**src/rtl/ifs_pkg.sv**
```systemverilog
package ifs_pkg;

  // controller phases
  typedef enum logic [1:0] {
    ST_IDLE      = 2'd0,
    ST_FILL_REQ  = 2'd1,
    ST_FILL_WAIT = 2'd2,
    ST_WAIT_PF   = 2'd3
  } ifs_state_e;

  // state of the speculative (next) group
  typedef enum logic [1:0] {
    PF_NONE  = 2'd0,
    PF_PEND  = 2'd1,
    PF_READY = 2'd2
  } ifs_pf_e;

endpackage

```
**src/rtl/ifs_mem_port.sv**
```systemverilog
module ifs_mem_port #(
  parameter int AW = 32
) (
  input  logic          clk,
  input  logic          rst,
  input  logic          start,
  input  logic [AW-1:0] start_addr,
  output logic          busy,
  output logic          done,
  output logic          mem_req,
  input  logic          mem_gnt,
  output logic [AW-1:0] mem_addr,
  input  logic          mem_rsp_valid
);

  logic          req_q;
  logic          wait_q;
  logic [AW-1:0] addr_q;

  always_ff @(posedge clk) begin
    if (rst) begin
      req_q  <= 1'b0;
      wait_q <= 1'b0;
      addr_q <= '0;
    end else if (start) begin
      req_q  <= 1'b1;
      addr_q <= start_addr;
    end else if (req_q && mem_gnt) begin
      req_q  <= 1'b0;
      wait_q <= 1'b1;
    end else if (wait_q && mem_rsp_valid) begin
      wait_q <= 1'b0;
    end
  end

  assign busy     = req_q | wait_q;
  assign done     = wait_q & mem_rsp_valid;
  assign mem_req  = req_q;
  assign mem_addr = addr_q;

  // request held with a stable address until granted
  assert_req_hold_R10: assert property (@(posedge clk) disable iff (rst)
    (mem_req && !mem_gnt) |=> (mem_req && $stable(mem_addr)));

  // a new access is only started while nothing is outstanding
  assert_single_flight_R7: assert property (@(posedge clk) disable iff (rst)
    start |-> !busy);

  // requesting and awaiting a beat never overlap
  assert_no_overlap_R7: assert property (@(posedge clk) disable iff (rst)
    mem_req |-> !wait_q);

endmodule

```
**src/rtl/ifs_group_store.sv**
```systemverilog
module ifs_group_store #(
  parameter int DW  = 32,
  parameter int WPG = 4,
  parameter int NB  = 2
) (
  input  logic                   clk,
  input  logic                   we,
  input  logic [$clog2(NB)-1:0]  wsel,
  input  logic [DW*WPG-1:0]      wdata,
  input  logic [$clog2(NB)-1:0]  rsel,
  input  logic [$clog2(WPG)-1:0] rofs,
  output logic [DW-1:0]          rword
);

  localparam int LW = DW * WPG;

  logic [LW-1:0] bank_q [NB];
  logic [LW-1:0] line;
  logic [DW-1:0] lanes [WPG];

  always_ff @(posedge clk) begin
    if (we) bank_q[wsel] <= wdata;
  end

  assign line = bank_q[rsel];

  for (genvar g = 0; g < WPG; g++) begin : g_lane
    assign lanes[g] = line[g*DW +: DW];
  end

  assign rword = lanes[rofs];

endmodule

```
**src/rtl/ifs_event_counter.sv**
```systemverilog
module ifs_event_counter #(
  parameter int W = 32
) (
  input  logic         clk,
  input  logic         rst,
  input  logic         inc,
  output logic [W-1:0] count
);

  always_ff @(posedge clk) begin
    if (rst)      count <= '0;
    else if (inc) count <= count + W'(1);
  end

endmodule

```
**src/rtl/ifs_prefetch_buf.sv**
```systemverilog
module ifs_prefetch_buf
  import ifs_pkg::*;
#(
  parameter int AW    = 32,
  parameter int DW    = 32,
  parameter int WPG   = 4,
  parameter int CNT_W = 32
) (
  input  logic              clk,
  input  logic              rst,
  input  logic              flush,
  input  logic              cpu_req_valid,
  output logic              cpu_req_ready,
  input  logic [AW-1:0]     cpu_req_addr,
  output logic              cpu_rsp_valid,
  output logic [DW-1:0]     cpu_rsp_data,
  output logic              mem_req,
  input  logic              mem_gnt,
  output logic [AW-1:0]     mem_addr,
  input  logic              mem_rsp_valid,
  input  logic [DW*WPG-1:0] mem_rsp_data,
  output logic [CNT_W-1:0]  hit_count,
  output logic [CNT_W-1:0]  miss_count
);

  localparam int OW  = $clog2(WPG);
  localparam int GIW = AW - OW;

  ifs_state_e     st_q;
  ifs_pf_e        pf_q;
  logic           cur_valid_q;
  logic           cur_sel_q;
  logic           drop_q;
  logic           inflight_pf_q;
  logic [GIW-1:0] cur_grp_q;
  logic [GIW-1:0] miss_grp_q;
  logic [OW-1:0]  miss_ofs_q;

  logic [GIW-1:0] req_grp;
  logic [OW-1:0]  req_ofs;
  logic [GIW-1:0] pf_grp;
  logic           accept, in_cur, in_pf;
  logic           hit_now, promote_now, waitpf_now, miss_now;
  logic           fill_start, pf_start, port_start;
  logic [AW-1:0]  port_addr;
  logic           port_busy, port_done, good_done;
  logic           st_we, st_wsel, st_rsel;
  logic [OW-1:0]  st_rofs;
  logic [DW-1:0]  st_word, byp_word;

  assign req_grp = cpu_req_addr[AW-1:OW];
  assign req_ofs = cpu_req_addr[OW-1:0];
  assign pf_grp  = cur_grp_q + GIW'(1);

  assign cpu_req_ready = (st_q == ST_IDLE) && !flush;
  assign accept        = cpu_req_valid && cpu_req_ready;

  assign in_cur = cur_valid_q && (req_grp == cur_grp_q);
  assign in_pf  = cur_valid_q && (pf_q != PF_NONE) && (req_grp == pf_grp);

  assign hit_now     = accept && in_cur;
  assign promote_now = accept && !in_cur && in_pf && (pf_q == PF_READY);
  assign waitpf_now  = accept && !in_cur && in_pf && (pf_q == PF_PEND);
  assign miss_now    = accept && !in_cur && !in_pf;

  assign fill_start = (st_q == ST_FILL_REQ) && !port_busy;
  assign pf_start   = (st_q == ST_IDLE) && cur_valid_q && (pf_q == PF_NONE)
                      && !port_busy && !flush && !miss_now;
  assign port_start = fill_start | pf_start;
  assign port_addr  = {(fill_start ? miss_grp_q : pf_grp), {OW{1'b0}}};

  assign good_done = port_done && !drop_q;

  // storage: fills go to the current bank, prefetches to the other one
  assign st_we   = good_done && (inflight_pf_q || (st_q == ST_FILL_WAIT));
  assign st_wsel = inflight_pf_q ? ~cur_sel_q : cur_sel_q;
  assign st_rsel = ((st_q == ST_WAIT_PF) || !in_cur) ? ~cur_sel_q : cur_sel_q;
  assign st_rofs = (st_q == ST_WAIT_PF) ? miss_ofs_q : req_ofs;

  assign byp_word = mem_rsp_data[miss_ofs_q*DW +: DW];

  ifs_mem_port #(.AW(AW)) u_port (
    .clk           (clk),
    .rst           (rst),
    .start         (port_start),
    .start_addr    (port_addr),
    .busy          (port_busy),
    .done          (port_done),
    .mem_req       (mem_req),
    .mem_gnt       (mem_gnt),
    .mem_addr      (mem_addr),
    .mem_rsp_valid (mem_rsp_valid)
  );

  ifs_group_store #(.DW(DW), .WPG(WPG), .NB(2)) u_store (
    .clk   (clk),
    .we    (st_we),
    .wsel  (st_wsel),
    .wdata (mem_rsp_data),
    .rsel  (st_rsel),
    .rofs  (st_rofs),
    .rword (st_word)
  );

  ifs_event_counter #(.W(CNT_W)) u_hits (
    .clk   (clk),
    .rst   (rst),
    .inc   (hit_now | promote_now | waitpf_now),
    .count (hit_count)
  );

  ifs_event_counter #(.W(CNT_W)) u_misses (
    .clk   (clk),
    .rst   (rst),
    .inc   (miss_now),
    .count (miss_count)
  );

  always_ff @(posedge clk) begin
    if (rst) begin
      st_q          <= ST_IDLE;
      pf_q          <= PF_NONE;
      cur_valid_q   <= 1'b0;
      cur_sel_q     <= 1'b0;
      drop_q        <= 1'b0;
      inflight_pf_q <= 1'b0;
      cur_grp_q     <= '0;
      miss_grp_q    <= '0;
      miss_ofs_q    <= '0;
      cpu_rsp_valid <= 1'b0;
      cpu_rsp_data  <= '0;
    end else begin
      cpu_rsp_valid <= 1'b0;

      if (port_start) inflight_pf_q <= pf_start;

      // a beat still owed to an abandoned access must be dropped
      if (port_done)
        drop_q <= 1'b0;
      else if ((miss_now || ((st_q == ST_IDLE) && flush)) && port_busy)
        drop_q <= 1'b1;

      if (pf_start) pf_q <= PF_PEND;
      if (good_done && inflight_pf_q && (pf_q == PF_PEND)) pf_q <= PF_READY;

      unique case (st_q)
        ST_IDLE: begin
          if (flush) begin
            cur_valid_q <= 1'b0;
            pf_q        <= PF_NONE;
          end else if (hit_now) begin
            cpu_rsp_valid <= 1'b1;
            cpu_rsp_data  <= st_word;
          end else if (promote_now) begin
            cpu_rsp_valid <= 1'b1;
            cpu_rsp_data  <= st_word;
            cur_sel_q     <= ~cur_sel_q;
            cur_grp_q     <= pf_grp;
            pf_q          <= PF_NONE;
          end else if (waitpf_now) begin
            miss_ofs_q <= req_ofs;
            st_q       <= ST_WAIT_PF;
          end else if (miss_now) begin
            cur_valid_q <= 1'b0;
            pf_q        <= PF_NONE;
            miss_grp_q  <= req_grp;
            miss_ofs_q  <= req_ofs;
            st_q        <= ST_FILL_REQ;
          end
        end
        ST_FILL_REQ: begin
          if (fill_start) st_q <= ST_FILL_WAIT;
        end
        ST_FILL_WAIT: begin
          if (good_done) begin
            cur_valid_q   <= 1'b1;
            cur_grp_q     <= miss_grp_q;
            cpu_rsp_valid <= 1'b1;
            cpu_rsp_data  <= byp_word;
            st_q          <= ST_IDLE;
          end
        end
        ST_WAIT_PF: begin
          if (good_done || (pf_q == PF_READY)) begin
            cpu_rsp_valid <= 1'b1;
            cpu_rsp_data  <= good_done ? byp_word : st_word;
            cur_sel_q     <= ~cur_sel_q;
            cur_grp_q     <= pf_grp;
            pf_q          <= PF_NONE;
            st_q          <= ST_IDLE;
          end
        end
        default: st_q <= ST_IDLE;
      endcase
    end
  end

  // a current-group hit answers in the next cycle
  assert_hit_next_R3: assert property (@(posedge clk) disable iff (rst)
    hit_now |=> cpu_rsp_valid);

  // a promoted group answers in the next cycle and counts as a hit
  assert_promote_next_R5: assert property (@(posedge clk) disable iff (rst)
    promote_now |=> (cpu_rsp_valid && (hit_count != $past(hit_count))));

  // the miss counter only moves after an accepted miss
  assert_miss_cause_R2: assert property (@(posedge clk) disable iff (rst)
    (miss_count != $past(miss_count)) |-> $past(miss_now));

  // memory addresses are group aligned
  assert_aligned_R2: assert property (@(posedge clk) disable iff (rst)
    mem_req |-> (mem_addr[OW-1:0] == '0));

  // no new request is taken while one is in service
  assert_busy_not_ready_R9: assert property (@(posedge clk) disable iff (rst)
    (st_q != ST_IDLE) |-> !cpu_req_ready);

endmodule

```
**config.mk**
```make
export PLATFORM = sky130hd
export DESIGN_NAME = ifs_prefetch_buf
export DESIGN_NICKNAME = d
export VERILOG_FILES = /design/src/rtl/ifs_pkg.sv /design/src/rtl/ifs_mem_port.sv /design/src/rtl/ifs_group_store.sv /design/src/rtl/ifs_event_counter.sv /design/src/rtl/ifs_prefetch_buf.sv
export SDC_FILE = /design/constraint.sdc
export NUM_CORES = 1
export LEC_CHECK = 0
export ABC_AREA = 1
export BUFFER_PORTS_ARGS = -buffer_cell sky130_fd_sc_hd__buf_2
export CELL_PAD_IN_SITES_DETAIL_PLACEMENT = 0
export CELL_PAD_IN_SITES_GLOBAL_PLACEMENT = 1
export CORE_MARGIN = 8
export CORE_UTILIZATION = 45
export CTS_CLUSTER_SIZE = 25
export DETAILED_ROUTE_END_ITERATION = 16
export HOLD_SLACK_MARGIN = 0.12
export PLACE_DENSITY_LB_ADDON = 0.1
export REMOVE_ABC_BUFFERS = 1
export SLEW_MARGIN = 20
export SYNTH_ARGS = -nofsm -noshare
export SYNTH_HDL_FRONTEND = slang
export SYNTH_SLANG_ARGS = --single-unit
```
**constraint.sdc**
```tcl
create_clock -name clk -period 16.53 [get_ports clk]
set_input_delay 3.306 -clock clk [delete_from_list [all_inputs] [get_ports clk]]
set_output_delay 3.306 -clock clk [all_outputs]
set_load 0.005 [all_outputs]
```
==> impl_metrics.csv <==
group,metric,value,unit
logic_synthesis,postSynthAreaPerCell,7.532,um2
route,met3_length,4.820,mm
place,dpl-instance-area,25490,um2
cts,cts_tree,"done",
place,portBuffers,294,
global_routing,grt_pass1_wl,117.2,mm
power,vdd_drop_max,75.17,uV
timing,tightest_slew,1.119,ns
power,p_int,2.182,mW
logic_synthesis,ys.flop_type,"edfxtp_1",
run,drv_cap,0,
power,p_sw,1.197,mW
timing,slew_headroom,25.17,%
finish,final_common_cell,"nand2_1",
cts,postCtsSetupBuffers,0,
global_routing,grt_start_max_net_pins,96,
route,top_layer,"met5",
timing,report.final.slew_viol_count,0,
power,p_leak,11.46,nW
die,ios,297,
cts,htree_levels,2,
worst_hold_path,hold_start,"miss_grp_q[27]$_SDFFE_PP0P_",
route,drc,0,
setup_path,crit_path_start_kind,"input pin",
logic_synthesis,synthArstFlopShare,0,%
finish,layout-drive-gt1-share,13.26,%
setup_path,rr_endpoint,"u_hits.count[10]$_SDFFE_PP0P_",
worst_hold_path,hp-class,"reg -> reg",
cts,clk_pin_slew_worst_paths,0.06,ns
global_routing,grt_usage,24.53,%
route,vias,21438,
timing,fin_crit,7.214,ns
setup_path,ff2ff_setup_slack,11.92,ns
die,coreArea,52240,um2
worst_hold_path,holdPathStages,2,
worst_hold_path,holdPathEnd,"miss_grp_q[27]$_SDFFE_PP0P_",
setup_path,end_kind,"output pin",
cts,cts_sinks,455,
finish,post-route-util,51.90,%
route,routed_via_density,5.253,
global_routing,overflow,0,
logic_synthesis,synthDistinctLibCells,45,
run_status,outcome,"complete, no violations",
timing,setup_tns,0,ns
timing,rsz0062_at_grt,"false",
timing,skew,0.02824,ns
timing,fmax,138.6,MHz
cts,clockBufferDepth,3,
logic_synthesis,synth_seq_area_share,49.47,%
setup_path,worst-endpoint-required,13.22,ns
place,place_congestion,0.9113,
die,die_x,245.0,um
logic_synthesis,ys_warn_count,0,
global_routing,antenna_found_initial,20,
power,combPwrFrac,28.4,%
setup_path,cp_max_fo,5,
cts,cts-buffers-inserted,50,
cts,cts_root_buf,"clkbuf_16",
timing,setup_violations,0,
logic_synthesis,syn_area,23590,um2
route,wl,76.13,mm
die,initial_core_util,45.16,%
route,wl_per_cell,18.65,um
route,firstDrtPassIters,5,
timing,hold_slack,0.4659,ns
power,powerDensity,124.6,nW/um2
setup_path,worstSetupPathType,"in -> out",
global_routing,grt_pass1_vias,20513,
setup_path,r2r-start,"cur_grp_q[0]$_SDFFE_PP0P_",
finish,final_cell_mix,"nand2_1, nor2_1, nand3_1",
setup_path,arrival,3.91,ns
power,power.share.clock,31.9,%
route,ant_nets,0,
route,routedLengthMet1,32.52,mm
logic_synthesis,synthCells,3132,
route,drt_iter0_markers,1566,
setup_path,worst_r2r_path_depth,19,
logic_synthesis,synth-edff-count,256,
finish,fin_nets,3510,
place,hpwl,47.76,mm
logic_synthesis,synth-seq-cells,455,
cts,cts_resized,0,
finish,fin_area,27110,um2
die,dieArea,60010,um2
timing,hold_viol,0,
power,swShare,35.42,%
cts,clk-insertion-delay-late,0.60,ns
cts,cts_hold_buffers,0,
route,met2_length,36.75,mm
power,seqPwrFrac,39.7,%
die,die_y,245.0,um
finish,area_growth,14.92,%
die,num_rows,84,
timing,finalCritPeriodShare,43.64,%
==> worst max path at each step <==
stage,startpoint,slack [ns],end,cells past startpoint
after floorplan,cpu_req_addr[21],5.78,cpu_rsp_data[0]$_SDFFE_PP0P_,15
after global placement,flush,9.32,cpu_req_ready,3
after detailed placement,cpu_req_addr[22],9.29,cpu_rsp_data[25]$_SDFFE_PP0P_,18
after CTS,flush,9.31,cpu_req_ready,3
after global routing,flush,9.28,cpu_req_ready,3
final,flush,9.32,cpu_req_ready,3
==> power by group through the flow <==
stage,clock network (mW),logic (mW),registers (mW)
after floorplan,0,0.611,1.36
after global placement,0,0.948,1.36
after detailed placement,0,0.959,1.37
after CTS,1.10,0.964,1.34
after global routing,1.14,1.08,1.35
final,1.08,0.960,1.34
==> synthesized netlist by cell type (5+ instances only) <==
cell type  number  area share (%)
nor4_1         10            0.27
nor2_2         12            0.32
nor2_4          5            0.24
nand3b_1       17            0.54
xor2_1         51             1.9
buf_2          26            0.55
nor2_1        411             6.5
inv_1         216             3.4
buf_1          31            0.49
o32ai_1        32             1.2
inv_2           6           0.095
xnor2_1        25            0.93
nand2_1      1006              16
nand2_2         7            0.19
edfxtp_1      256              33
buf_6           6            0.29
o21ai_1         6            0.13
clkbuf_1      103             1.6
o21ai_0       134             2.8
a21oi_1       152             3.2
ha_1            7            0.37
dfxtp_1       199              17
nor3_1         33            0.70
nand4_1        23            0.61
nand3_1       324             6.9
==> critical path, stage by stage <==
cell and delay [ns]:
buf_2 0.10, nor2_1 0.31, buf_2 0.19
==> layer usage <==
| metal | GRT usage [%] | vias up |
|---|---|---|
| met1 | 31.44 | 9997 |
| met5 | 0 | - |
| met2 | 41.44 | 650 |
| met4 | 8.097 | 16 |
| li1 | - | 10638 |
| met3 | 4.641 | 137 |
==> sequential cells by signal, indices dropped and copies added, names as in the netlist, 30 cells and up <==
register         count
cpu_rsp_data        32
cur_grp_q           30
miss_grp_q          30
u_hits.count        32
u_misses.count      32
u_port.mem_addr     30
u_store.bank_q     256
==> metrics by stage <==
step,std cells,worst slack (ns),total power [mW]
CTS,4066,9.307,3.404
global placement,3973,9.315,2.311
floorplan,2963,5.779,1.967
finish,4081,9.317,3.379
detailed placement,3973,9.288,2.324
global route,4077,9.284,3.578
==> final cells by class <==
type	instances	area (um2)
fill	5133	25120
sequential	455	11670
multi-input combinational	2281	10420
timing repair buffer	322	1682
clock buffer	83	1506
tap	688	860.8
inverter	227	858.3
clock inverter	10	72.57
antenna	15	37.54
==> cells by family after synthesis <==
kind of cell / after synthesis / share of synthesized area, %
compound gates: 335 / 7.775
xor+xnor: 76 / 2.822
mux: 1 / 0.04243
flops: 455 / 49.47
fa+ha+maj: 7 / 0.3712
buf+inv: 397 / 6.720
simple gates: 1860 / 32.78
other cells: 1 / 0.01590
(Power assumes the default switching activity.)
